File: config.mk
export PLATFORM = sky130hd
export DESIGN_NAME = uart_autoflow
export DESIGN_NICKNAME = d
export VERILOG_FILES = /design/src/rtl/uart_autoflow_pkg.sv /design/src/rtl/hs_sync.sv /design/src/rtl/tx_gate.sv /design/src/rtl/rx_hyst.sv /design/src/rtl/pin_drive.sv /design/src/rtl/uart_autoflow.sv
export SDC_FILE = /design/constraint.sdc
export NUM_CORES = 1
export LEC_CHECK = 0
export BUFFER_PORTS_ARGS = -buffer_cell sky130_fd_sc_hd__buf_4
export CORE_MARGIN = 1.5
export CORE_UTILIZATION = 40
export DETAILED_ROUTE_END_ITERATION = 6
export PLACE_DENSITY = 0.74
export SYNTH_ARGS = -nofsm -noshare
export SYNTH_HDL_FRONTEND = slang
export SYNTH_SLANG_ARGS = --single-unit
export TNS_END_PERCENT = 5
File: constraint.sdc
create_clock -name clk -period 1.3 [get_ports clk]
set_input_delay 0.26 -clock clk [delete_from_list [all_inputs] [get_ports clk]]
set_output_delay 0.26 -clock clk [all_outputs]
set_load 0.01 [all_outputs]
File: src/rtl/uart_autoflow_pkg.sv
// Package: shared types and constants for the automatic modem flow control block.
// Assumes: nothing beyond standard SystemVerilog.
package uart_autoflow_pkg;

    // Which modem line pair takes part in automatic handshaking.
    typedef enum logic {
        PAIR_CTS_RTS = 1'b0,
        PAIR_DSR_DTR = 1'b1
    } pair_sel_e;

    // Idle (deasserted) level of every active-low modem line.
    localparam logic LINE_IDLE = 1'b1;

endpackage

File: src/rtl/hs_sync.sv
// Module: hs_sync
// Multi-bit flop-chain synchroniser for independent asynchronous handshake lines.
// Assumes: each bit is an unrelated slow level (no bus coherency needed);
// the chain resets to the idle (high) level of an active-low line.
module hs_sync #(
    parameter int WIDTH = 2,
    parameter int DEPTH = 2
) (
    input  logic             clk,
    input  logic             rst_n,
    input  logic [WIDTH-1:0] async_in,
    output logic [WIDTH-1:0] sync_out
);
    import uart_autoflow_pkg::*;

    logic [WIDTH-1:0] stage [DEPTH];

    genvar s;
    generate
        for (s = 0; s < DEPTH; s++) begin : g_stage
            if (s == 0) begin : g_first
                // Purpose: capture the raw asynchronous levels.
                always_ff @(posedge clk) begin
                    if (!rst_n) stage[0] <= {WIDTH{LINE_IDLE}};
                    else        stage[0] <= async_in;
                end
            end else begin : g_next
                // Purpose: let metastability settle through one more flop.
                always_ff @(posedge clk) begin
                    if (!rst_n) stage[s] <= {WIDTH{LINE_IDLE}};
                    else        stage[s] <= stage[s-1];
                end
            end
        end
    endgenerate

    assign sync_out = stage[DEPTH-1];

endmodule

File: src/rtl/tx_gate.sv
// Module: tx_gate
// Produces the registered transmit-allowed flag for the shifter. The flag is
// re-evaluated only while no character is in flight, so a halt never cuts a
// character in half.
// Assumes: halt_req is already synchronous to clk.
module tx_gate (
    input  logic clk,
    input  logic rst_n,
    input  logic halt_req,
    input  logic char_busy,
    output logic allowed
);
    // Purpose: update the permission only on character boundaries.
    always_ff @(posedge clk) begin
        if (!rst_n)          allowed <= 1'b1;
        else if (!char_busy) allowed <= !halt_req;
    end
endmodule

File: src/rtl/rx_hyst.sv
// Module: rx_hyst
// Hysteresis comparator on the receive FIFO level. The stop flag sets at or
// above the upper threshold and clears at or below the lower one; in between
// it holds. The upper threshold wins when both apply.
// Assumes: thresholds are quasi-static software settings.
module rx_hyst #(
    parameter int LVL_W = 7
) (
    input  logic             clk,
    input  logic             rst_n,
    input  logic [LVL_W-1:0] level,
    input  logic [LVL_W-1:0] hi_th,
    input  logic [LVL_W-1:0] lo_th,
    output logic             stop
);
    logic at_hi;
    logic at_lo;

    // Purpose: compare the level against both thresholds.
    always_comb begin
        at_hi = (level >= hi_th);
        at_lo = (level <= lo_th);
    end

    // Purpose: hold the stop state between the two thresholds.
    always_ff @(posedge clk) begin
        if (!rst_n)     stop <= 1'b0;
        else if (at_hi) stop <= 1'b1;
        else if (at_lo) stop <= 1'b0;
    end
endmodule

File: src/rtl/pin_drive.sv
// Module: pin_drive
// Registers the two active-low request pins. The pin picked by the pair
// select follows the automatic stop flag when output automation is on;
// every other case falls back to the software-written level.
// Assumes: stop is registered upstream; pins reset to the idle level.
module pin_drive (
    input  logic clk,
    input  logic rst_n,
    input  logic auto_en,
    input  logic pair_sel,
    input  logic stop,
    input  logic sw_rts_n,
    input  logic sw_dtr_n,
    output logic rts_n,
    output logic dtr_n
);
    import uart_autoflow_pkg::*;

    logic rts_auto;
    logic dtr_auto;
    logic rts_nxt;
    logic dtr_nxt;

    // Purpose: decide which pin is automated and its next level.
    always_comb begin
        rts_auto = auto_en && (pair_sel == PAIR_CTS_RTS);
        dtr_auto = auto_en && (pair_sel == PAIR_DSR_DTR);
        rts_nxt  = rts_auto ? stop : sw_rts_n;
        dtr_nxt  = dtr_auto ? stop : sw_dtr_n;
    end

    // Purpose: register the pins, forcing the idle level in reset.
    always_ff @(posedge clk) begin
        if (!rst_n) begin
            rts_n <= LINE_IDLE;
            dtr_n <= LINE_IDLE;
        end else begin
            rts_n <= rts_nxt;
            dtr_n <= dtr_nxt;
        end
    end
endmodule

File: src/rtl/uart_autoflow.sv
// Module: uart_autoflow
// Top of the automatic modem flow control block: synchronises the handshake
// inputs, gates the transmitter on character boundaries and drives the
// request pins from the receive FIFO level with hysteresis.
// Assumes: tx_char_busy, rx_level and all control bits are synchronous to clk;
// cts_n and dsr_n may be fully asynchronous.
module uart_autoflow #(
    parameter int LVL_W      = 7,
    parameter int SYNC_DEPTH = 2
) (
    input  logic             clk,
    input  logic             rst_n,
    input  logic             auto_in_en,
    input  logic             auto_out_en,
    input  logic             line_sel,
    input  logic             cts_n,
    input  logic             dsr_n,
    input  logic             sw_rts_n,
    input  logic             sw_dtr_n,
    input  logic             tx_char_busy,
    input  logic [LVL_W-1:0] rx_level,
    input  logic [LVL_W-1:0] hi_thresh,
    input  logic [LVL_W-1:0] lo_thresh,
    output logic             tx_allowed,
    output logic             rts_n,
    output logic             dtr_n
);
    import uart_autoflow_pkg::*;

    localparam int HS_LINES = 2;

    logic [HS_LINES-1:0] hs_sync_q;
    logic                cts_s;
    logic                dsr_s;
    logic                watched_n;
    logic                halt_req;
    logic                stop_q;

    hs_sync #(
        .WIDTH (HS_LINES),
        .DEPTH (SYNC_DEPTH)
    ) u_sync (
        .clk      (clk),
        .rst_n    (rst_n),
        .async_in ({dsr_n, cts_n}),
        .sync_out (hs_sync_q)
    );

    // Purpose: pick the watched handshake input and form the halt request.
    always_comb begin
        cts_s     = hs_sync_q[0];
        dsr_s     = hs_sync_q[1];
        watched_n = (line_sel == PAIR_DSR_DTR) ? dsr_s : cts_s;
        halt_req  = auto_in_en && watched_n;
    end

    tx_gate u_gate (
        .clk       (clk),
        .rst_n     (rst_n),
        .halt_req  (halt_req),
        .char_busy (tx_char_busy),
        .allowed   (tx_allowed)
    );

    rx_hyst #(
        .LVL_W (LVL_W)
    ) u_hyst (
        .clk   (clk),
        .rst_n (rst_n),
        .level (rx_level),
        .hi_th (hi_thresh),
        .lo_th (lo_thresh),
        .stop  (stop_q)
    );

    pin_drive u_pins (
        .clk      (clk),
        .rst_n    (rst_n),
        .auto_en  (auto_out_en),
        .pair_sel (line_sel),
        .stop     (stop_q),
        .sw_rts_n (sw_rts_n),
        .sw_dtr_n (sw_dtr_n),
        .rts_n    (rts_n),
        .dtr_n    (dtr_n)
    );

endmodule

==> results of run 1 <==
Yosys cell counts, types with 2 or more instances:
cell type and instances:
inv_1 14, ha_1 14, nand2b_1 6, nand3_1 5, dfxtp_1 8, nand2_1 6
nand4_1 2, a21o_1 2, mux2i_1 2, a21oi_1 6
kinds of logic after synthesis:
group | after synthesis | share of synthesized area (%)
compound gates | 11 | 12.5
fa+ha+maj | 14 | 29.2
buf+inv | 14 | 8.77
flops | 8 | 26.7
mux | 3 | 5.22
simple gates | 20 | 17.5
critical path: stages:
cell and delay (ns):
buf_4 0.11, ha_1 0.31, a21oi_1 0.16, a21oi_1 0.08, o221ai_1 0.21, a41oi_2 0.13
area by class of cell:
cell class,count,area [um2],share of cell area (%)
sequential,8,160,17.7
clock buffer,3,22.5,2.49
tap,15,18.8,2.08
inverter,14,52.6,5.82
timing repair buffer,35,263,29.1
multi-input combinational,48,387,42.8
state kept, by name, summed over array words and instances (netlist names):
signal	count
u_sync.stage	4
u_pins.rts_n	1
u_pins.dtr_n	1
u_gate.allowed	1
u_hyst.stop	1
power by group through the flow:
stage / logic (W) / clock network, W / registers [W]
floorplan: 0.0000911 / 0 / 0.000274
global placement: 0.000201 / 0 / 0.000271
detailed placement: 0.000206 / 0 / 0.000272
CTS: 0.000207 / 0.000194 / 0.000267
global route: 0.000234 / 0.000208 / 0.000268
finish: 0.000204 / 0.000186 / 0.000267
worst max-delay path by stage:
stage	cells past startpoint	end	slack, ns
after floorplan	6	u_hyst.stop	0.08
after global placement	6	u_hyst.stop	-0.09
after detailed placement	6	u_hyst.stop	-0.1
after CTS	6	u_hyst.stop	0.15
after global routing	6	u_hyst.stop	0.06
final	6	u_hyst.stop	0.15
through the flow:
| step | utilization (%) | hold WS (ns) |
|---|---|---|
| 3_5_place_dp | 65.2 | 0.402 |
| 6_report | 66.9 | 0.202 |
| 5_1_grt | 66.9 | 0.195 |
| 2_1_floorplan | - | 0.322 |
| 3_3_place_gp | 65.2 | 0.389 |
| 4_1_cts | 66.9 | 0.201 |
layer usage:
layer | wire length [um] | vias up
li1 | - | 315
met1 | 545 | 232
met2 | 596 | 19
met3 | 66 | 2
met4 | 10 | 0
met5 | 0 | -
==> impl_metrics.ini, run 1 <==
[power_and_ir_drop]
finalPower_w = 0.000657
pwr_density_cell_nw_per_um2 = 728
ir_worst_vdd_v = 0.000652
pwr-share-clk_pct = 28.3
leakage_nw = 0.505
internal-power_w = 0.000490
power_frac_seq_pct = 40.6
p_comb_share_pct = 31.1
power.switching_w = 0.000167
switching_share_pct = 25.4

[clock_network]
numClockSinks = 8
clkTransAtPathRegs_ns = 0.05
cts_hold_buffers = 0
cts.repair.resized = 0
cts_setup_buffers = 0
root_buffer = clkbuf_4
cts_made_buffers = 3
cts_buffer_depth = 2
cts_htree_levels = 1
tritoncts = yes
clock_latency_ns = 0.25

[timing]
rsz0062_at_grt = false
fin_skew_ns = 0.0112
drv_slew = 0
setup_viol = 0
worst_pin_slew_ns = 0.204
slew_headroom_pct = 86.4
finalSetupTns_ns = 0
fmax_mhz = 868
hold_viol = 0
post-route-min-period_ns = 1.15
fin_ws_ns = 0.147
fin_crit_sh_pct = 88.7

[finish]
antenna_cells = 0
final_cell_mix = buf_4 (35), inv_1 (14), ha_1 (14), dfxtp_1 (8)
layout_commonest_cell = buf_4
fillCellCount = 121
final_cells = 123
area_delta_synth_final_pct = 50.7
drive_gt1_share_pct = 37.0
design_area_um2 = 903
finalNetCount = 155

[synth]
synth_nets = 115
yosysWarningCount = 0
ys_ff_latch = 8
yosysUniqueCellTypes = 15
ys_seq_area_share_pct = 26.7
netlist.top_cell.by_area = ha_1
syn_inst = 70
syn_avg_cell_area_um2 = 8.56
syn_area_um2 = 599
synth-edff-count = 0
synth_area_leaders = ha_1 (29%), dfxtp_1 (27%), inv_1 (8.8%)
ys.flop_type = dfxtp_1
synth_top_area_share_pct = 29.2
ys_async_sr_fraction_pct = 0

[worst_setup_path]
endpoint_kind = register
cp-start-kind = input port
crit_type = input port to register
critPathRequiredTime_ns = 1.42
worstSetupStartpoint = rx_level[2]
r2r_end = u_gate.allowed
worst-r2r-cell-count = 4
rr_startpoint = u_sync.stage[1][0]
arrival_ns = 1.27
worst-path-max-fanout = 3
worst-r2r-setup-slack_ns = 0.53

[drt]
dr.pass1.iters = 1
ant_nets = 0
wl_per_cell_um = 9.91
vias_per_cell = 4.62
drcViolationCount = 0
vias = 568
wl_um = 1220
drt_iter0_drc = 0

[die]
die_h_um = 41.7
dieWidth_um = 41.7
start_util_pct = 44.4
core_area_um2 = 1350
ios = 34
num_rows = 13
die-area_um2 = 1740

[min_path]
min_path_cells = 2
min_path_type = input port to register
hold_path_startpoint = dsr_n
hold_end = u_sync.stage[0][1]

[global_route]
antenna_found_initial = 0
grt_pass1_vias = 593
grt_use_met3_pct = 3.04
grt_util_all_layers_pct = 16.3
overflow = 0
grt_max_degree = 9
grt_busiest_layer = met2
use_met1_pct = 21.2
grt_pass1_wl_um = 2300
met2_usage_pct = 27.8

[job]
maxCapViolCount = 0

[run_status]
outcome = completed

[placement]
dp_slack_ns = -0.0988
post-dp-hpwl_um = 1090
placed_cell_area_um2 = 881
finalWeightedCongestion = 0.779
portBuffers = 33
dpl.cell_count = 120
Power figures use the tool's default switching activity.
==> run 2, diff against run 1 <==
==> constraint.sdc (replaced) <==
create_clock -name clk -period 1.4 [get_ports clk]
set_input_delay 0.28 -clock clk [delete_from_list [all_inputs] [get_ports clk]]
set_output_delay 0.28 -clock clk [all_outputs]
set_load 0.01 [all_outputs]
==> run 2 against run 1 <==
  * Worst setup slack improved by 0.12 ns
  * Critical path depth unchanged
  * Sequential power decreased by 7%
  * Worst hold slack improved by 0.0096 ns
  * Final area decreased by 1.7%
  * Global-route usage decreased by 0.94 points
  * Sequential cell count unchanged
  * Register-to-register slack improved by 0.08 ns
  * Power decreased by 8.1%
  * Largest power group unchanged
  * Clock-buffer cell count unchanged
  * Die area unchanged
  * Critical path type unchanged
  * Final cell count decreased by 1.6%
==> impl_metrics.ini, run 2 (same netlist as run 1, synthesis figures left out) <==
[run_status]
outcome = completed

[die]
dieWidth_um = 41.7
die-area_um2 = 1740
start_util_pct = 44.4
ios = 34
num_rows = 13
core_area_um2 = 1350
die_h_um = 41.7

[power_and_ir_drop]
power.switching_w = 0.000153
pwr_density_cell_nw_per_um2 = 680
internal-power_w = 0.000451
leakage_nw = 0.496
ir_worst_vdd_v = 0.000558
switching_share_pct = 25.3
pwr-share-clk_pct = 28.4
power_frac_seq_pct = 41.0
p_comb_share_pct = 30.5

[global_route]
grt_max_degree = 9
grt_pass1_wl_um = 2160
grt_util_all_layers_pct = 15.4
overflow = 0
antenna_found_initial = 0
grt_pass1_vias = 568

[timing]
setup_viol = 0
slew_headroom_pct = 86.5
fin_crit_sh_pct = 81.1
fmax_mhz = 880
drv_slew = 0
fin_skew_ns = 0.00540
worst_pin_slew_ns = 0.202
whs_ns = 0.211
rsz0062_at_grt = false
hold_viol = 0
post-route-min-period_ns = 1.14

[finish]
layout_commonest_cell = buf_4
area_delta_synth_final_pct = 48.2
drive_gt1_share_pct = 35.8
design_area_um2 = 888
regMostFlops = u_sync.stage
finalNetCount = 153
fillCellCount = 119
largest_reg_flops = 4
final_cells = 121
antenna_cells = 0
final_cell_mix = buf_4 (33), inv_1 (14), ha_1 (14), dfxtp_1 (8)

[clock_network]
clock_latency_ns = 0.25
tritoncts = yes
clkTransAtPathRegs_ns = 0.05
numClockSinks = 8
root_buffer = clkbuf_4
cts_htree_levels = 1
cts_buffer_depth = 2
cts_hold_buffers = 0
cts.repair.resized = 0
cts_made_buffers = 3
cts_setup_buffers = 0

[drt]
drt_iter0_drc = 9
vias_per_cell = 4.77
drcViolationCount = 0
wl_um = 1200
ant_nets = 0
dr.pass1.iters = 3
vias = 577
wl_per_cell_um = 9.88

[min_path]
min_path_type = input port to register
hold_end = u_sync.stage[0][1]
hold_path_startpoint = dsr_n
min_path_cells = 2

[placement]
post-dp-hpwl_um = 1040
placed_cell_area_um2 = 866
finalWeightedCongestion = 0.814
dpl.cell_count = 118
portBuffers = 33

[worst_setup_path]
r2r_end = u_gate.allowed
rr_startpoint = u_sync.stage[1][0]
worst-r2r-cell-count = 4
endpoint_kind = register
critPathRequiredTime_ns = 1.53
arrival_ns = 1.26
crit_type = input port to register
cp-start-kind = input port
worst-path-max-fanout = 3
worst-r2r-setup-slack_ns = 0.61

[job]
maxCapViolCount = 0
run 2: cell types whose count changed in the layout (fill, tap and decap cells not counted):
cell   before  now
buf_4      35   33
run 2: worst max-delay path by stage:
stage / startpoint / endpoint / depth (start not counted)
floorplan: lo_thresh[2] / u_hyst.stop / 6
global route: rx_level[6] / u_hyst.stop / 6
CTS: rx_level[6] / u_hyst.stop / 6
detailed placement: rx_level[6] / u_hyst.stop / 6
finish: rx_level[2] / u_hyst.stop / 6
global placement: rx_level[6] / u_hyst.stop / 6
run 2: routing by layer:
layer	part of all wire (%)	track usage, %
met4	0	1.94
met2	49	26.6
met3	5.4	5.22
met5	0	0
met1	45	18.9
run 2: per-stage QoR:
stage	worst slack [ns]	utilization [%]	total power [W]	setup TNS, ns
final	0.264	65.8	0.000604	0
after global routing	0.167	65.8	0.000655	0
after CTS	0.264	65.8	0.000615	0
after detailed placement	-0.0143	64.1	0.000438	-0.0143
after global placement	-0.0140	64.1	0.000434	-0.0140
after floorplan	0.159	-	0.000339	0
run 2: critical path, stage by stage:
cell and delay, ns:
buf_4 0.11, ha_1 0.31, a21oi_1 0.14, a21oi_1 0.08, o221ai_1 0.21, a41oi_2 0.13
run 2: area by class of cell:
class / instances / area (um2) / area share [%]
Inverter: 14 / 52.6 / 5.92
Sequential cell: 8 / 160 / 18.0
Timing Repair Buffer: 33 / 248 / 27.9
Clock buffer: 3 / 22.5 / 2.54
Tap cell: 15 / 18.8 / 2.11
Multi-Input combinational cell: 48 / 387 / 43.5
run 2: power by group through the flow:
stage | Combinational (W) | Clock, W | Sequential [W]
final | 0.000184 | 0.000172 | 0.000248
after global routing | 0.000212 | 0.000193 | 0.000250
after CTS | 0.000187 | 0.000181 | 0.000248
after detailed placement | 0.000186 | 0 | 0.000252
after global placement | 0.000182 | 0 | 0.000252
after floorplan | 0.0000846 | 0 | 0.000255
==> run 3, diff against run 2 <==
--- a/config.mk
+++ b/config.mk
@@ -7,9 +7,9 @@
 export LEC_CHECK = 0
 export BUFFER_PORTS_ARGS = -buffer_cell sky130_fd_sc_hd__buf_4
 export CORE_MARGIN = 1.5
-export CORE_UTILIZATION = 40
+export CORE_UTILIZATION = 38
 export DETAILED_ROUTE_END_ITERATION = 6
-export PLACE_DENSITY = 0.74
+export PLACE_DENSITY = 0.73
 export SYNTH_ARGS = -nofsm -noshare
 export SYNTH_HDL_FRONTEND = slang
 export SYNTH_SLANG_ARGS = --single-unit
==> constraint.sdc (replaced) <==
create_clock -name clk -period 1.03 [get_ports clk]
set_input_delay 0.206 -clock clk [delete_from_list [all_inputs] [get_ports clk]]
set_output_delay 0.206 -clock clk [all_outputs]
set_load 0.01 [all_outputs]
==> run 3 against run 2 <==
  * Clock power grew 34%
  * Power grew 47%
  * Highest routed layer unchanged
  * First-iteration DRC count shrank 44%
  * Sequential share of layout area shrank 2.2 points
  * Register-to-register slack lost 0.36 ns
  * Worst hold slack lost 0.068 ns
  * Worst setup slack lost 0.21 ns
  * Sequential power grew 36%
  * Non-clock buffer count grew 1
  * Final area grew 14%
  * Final cell count grew 1.7%
==> impl_metrics.ini, run 3 (same netlist as run 1, synthesis figures left out) <==
[run_status]
outcome = completed

[power_and_ir_drop]
internal-power_w = 0.000651
p_comb_share_pct = 36.1
ir_worst_vdd_v = 0.000629
power_frac_seq_pct = 38.0
switching_share_pct = 26.7
pwr_density_cell_nw_per_um2 = 878
pwr-share-clk_pct = 25.9
leakage_nw = 0.505
power.switching_w = 0.000237

[placement]
dp_slack_ns = -0.238
portBuffers = 33
post-dp-hpwl_um = 1160
finalWeightedCongestion = 0.801

[clock_network]
clkTransAtPathRegs_ns = 0.05
clock_latency_ns = 0.25
cts_htree_levels = 1
cts_setup_buffers = 0
numClockSinks = 8
cts_hold_buffers = 0
cts_made_buffers = 3
cts_buffer_depth = 2
root_buffer = clkbuf_4
cts.repair.resized = 0
tritoncts = yes

[die]
core_area_um2 = 1490
dieWidth_um = 42.7
start_util_pct = 40.3
num_rows = 14
die_h_um = 42.7
die-area_um2 = 1820
ios = 34

[timing]
fin_ws_ns = 0.0548
slew_headroom_pct = 87.7
fin_skew_ns = 0.00677
fin_crit_sh_pct = 94.7
hold_viol = 0
setup_viol = 0
worst_pin_slew_ns = 0.184
drv_slew = 0
post-route-min-period_ns = 0.975
fmax_mhz = 1030

[global_route]
grt_pass1_vias = 646
grt_max_degree = 9
antenna_found_initial = 0
overflow = 0
grt_util_all_layers_pct = 17.1
grt_pass1_wl_um = 2430

[worst_setup_path]
worst-path-max-fanout = 3
endpoint_kind = register
rr_startpoint = u_sync.stage[1][1]
r2r_end = u_gate.allowed
cp_num_buf_inv = 1
worst-r2r-cell-count = 4
path_delay_family = compound AO/OA/AOI/OAI gates
worst-r2r-setup-slack_ns = 0.25
arrival_ns = 1.09
slowest_delay_ns = 0.25
worstSetupStartpoint = rx_level[2]
crit_type = input port to register
critPathRequiredTime_ns = 1.15
slowest_stage = ha_4
path_cells = buf_4 > ha_4 > a21oi_4 > a21oi_2 > o221ai_2 > a41oi_2
cp-start-kind = input port

[drt]
vias = 610
dr.pass1.iters = 4
drt_iter0_drc = 5
ant_nets = 0
vias_per_cell = 4.96
wl_per_cell_um = 11.4
drcViolationCount = 0
wl_um = 1400

[min_path]
hold_end = u_sync.stage[0][0]
hold_path_startpoint = cts_n
min_path_cells = 2
min_path_type = input port to register

[finish]
finish.utilization_pct = 68.0
finalNetCount = 154
drive_gt1_share_pct = 50.5
register_area_um2 = 160
area_delta_synth_final_pct = 68.9
fillCellCount = 129
layout_commonest_cell = buf_4
antenna_cells = 0
regMostFlops = u_sync.stage
final_cell_mix = buf_4 (31), inv_1 (9), ha_1 (9), dfxtp_1 (8)
multiInputGateArea_um2 = 478
largest_reg_flops = 4

[job]
maxCapViolCount = 0
## run 3: cell count changes in the layout (fill, tap and decap cells not counted), moves of 2 or more
cell / delta
ha_1: -5
ha_4: +5
inv_1: -5
a21oi_1: -4
inv_2: +4
a21oi_2: +3
buf_6: +3
buf_4: -2
## run 3: cell type report
| class | count | share of cell area (%) |
|---|---|---|
| clock buffer | 3 | 2.22 |
| tap | 16 | 1.98 |
| timing repair buffer | 34 | 26.3 |
| inverter | 14 | 6.43 |
| multi-input combinational | 48 | 47.2 |
| sequential | 8 | 15.8 |
## run 3: routing by layer
metal | GRT usage, % | vias to the layer above | wire [um]
li1 | - | 317 | -
met1 | 19.4 | 279 | 577
met2 | 31.8 | 14 | 767
met3 | 1.28 | 0 | 56
met4 | 7.50 | 0 | 0
met5 | 0 | - | 0
## run 3: worst max-delay path by stage
stage                  end  depth (start not counted)
4_1_cts        u_hyst.stop                          6
5_1_grt        u_hyst.stop                          6
3_3_place_gp   u_hyst.stop                          7
2_1_floorplan  u_hyst.stop                          6
3_5_place_dp   u_hyst.stop                          6
6_report       u_hyst.stop                          6
## run 3: per-stage QoR
step                instance area, um2  cells  TNS [ns]  total power, W  hold WS [ns]
global placement                   932    120    -0.209        0.000624         0.388
floorplan                          657     70   -0.0376        0.000483         0.268
CTS                                955    123         0        0.000869         0.133
finish                            1010    123         0        0.000888         0.143
detailed placement                 932    120    -0.238        0.000632         0.396
global route                      1010    123  -0.00629        0.000954         0.130
## run 3: power groups by stage
stage	combinational (W)	clock, W	sequential (W)
after floorplan	0.000137	0	0.000346
after global placement	0.000281	0	0.000343
after detailed placement	0.000289	0	0.000343
after CTS	0.000290	0.000241	0.000337
after global routing	0.000357	0.000257	0.000339
final	0.000321	0.000230	0.000338
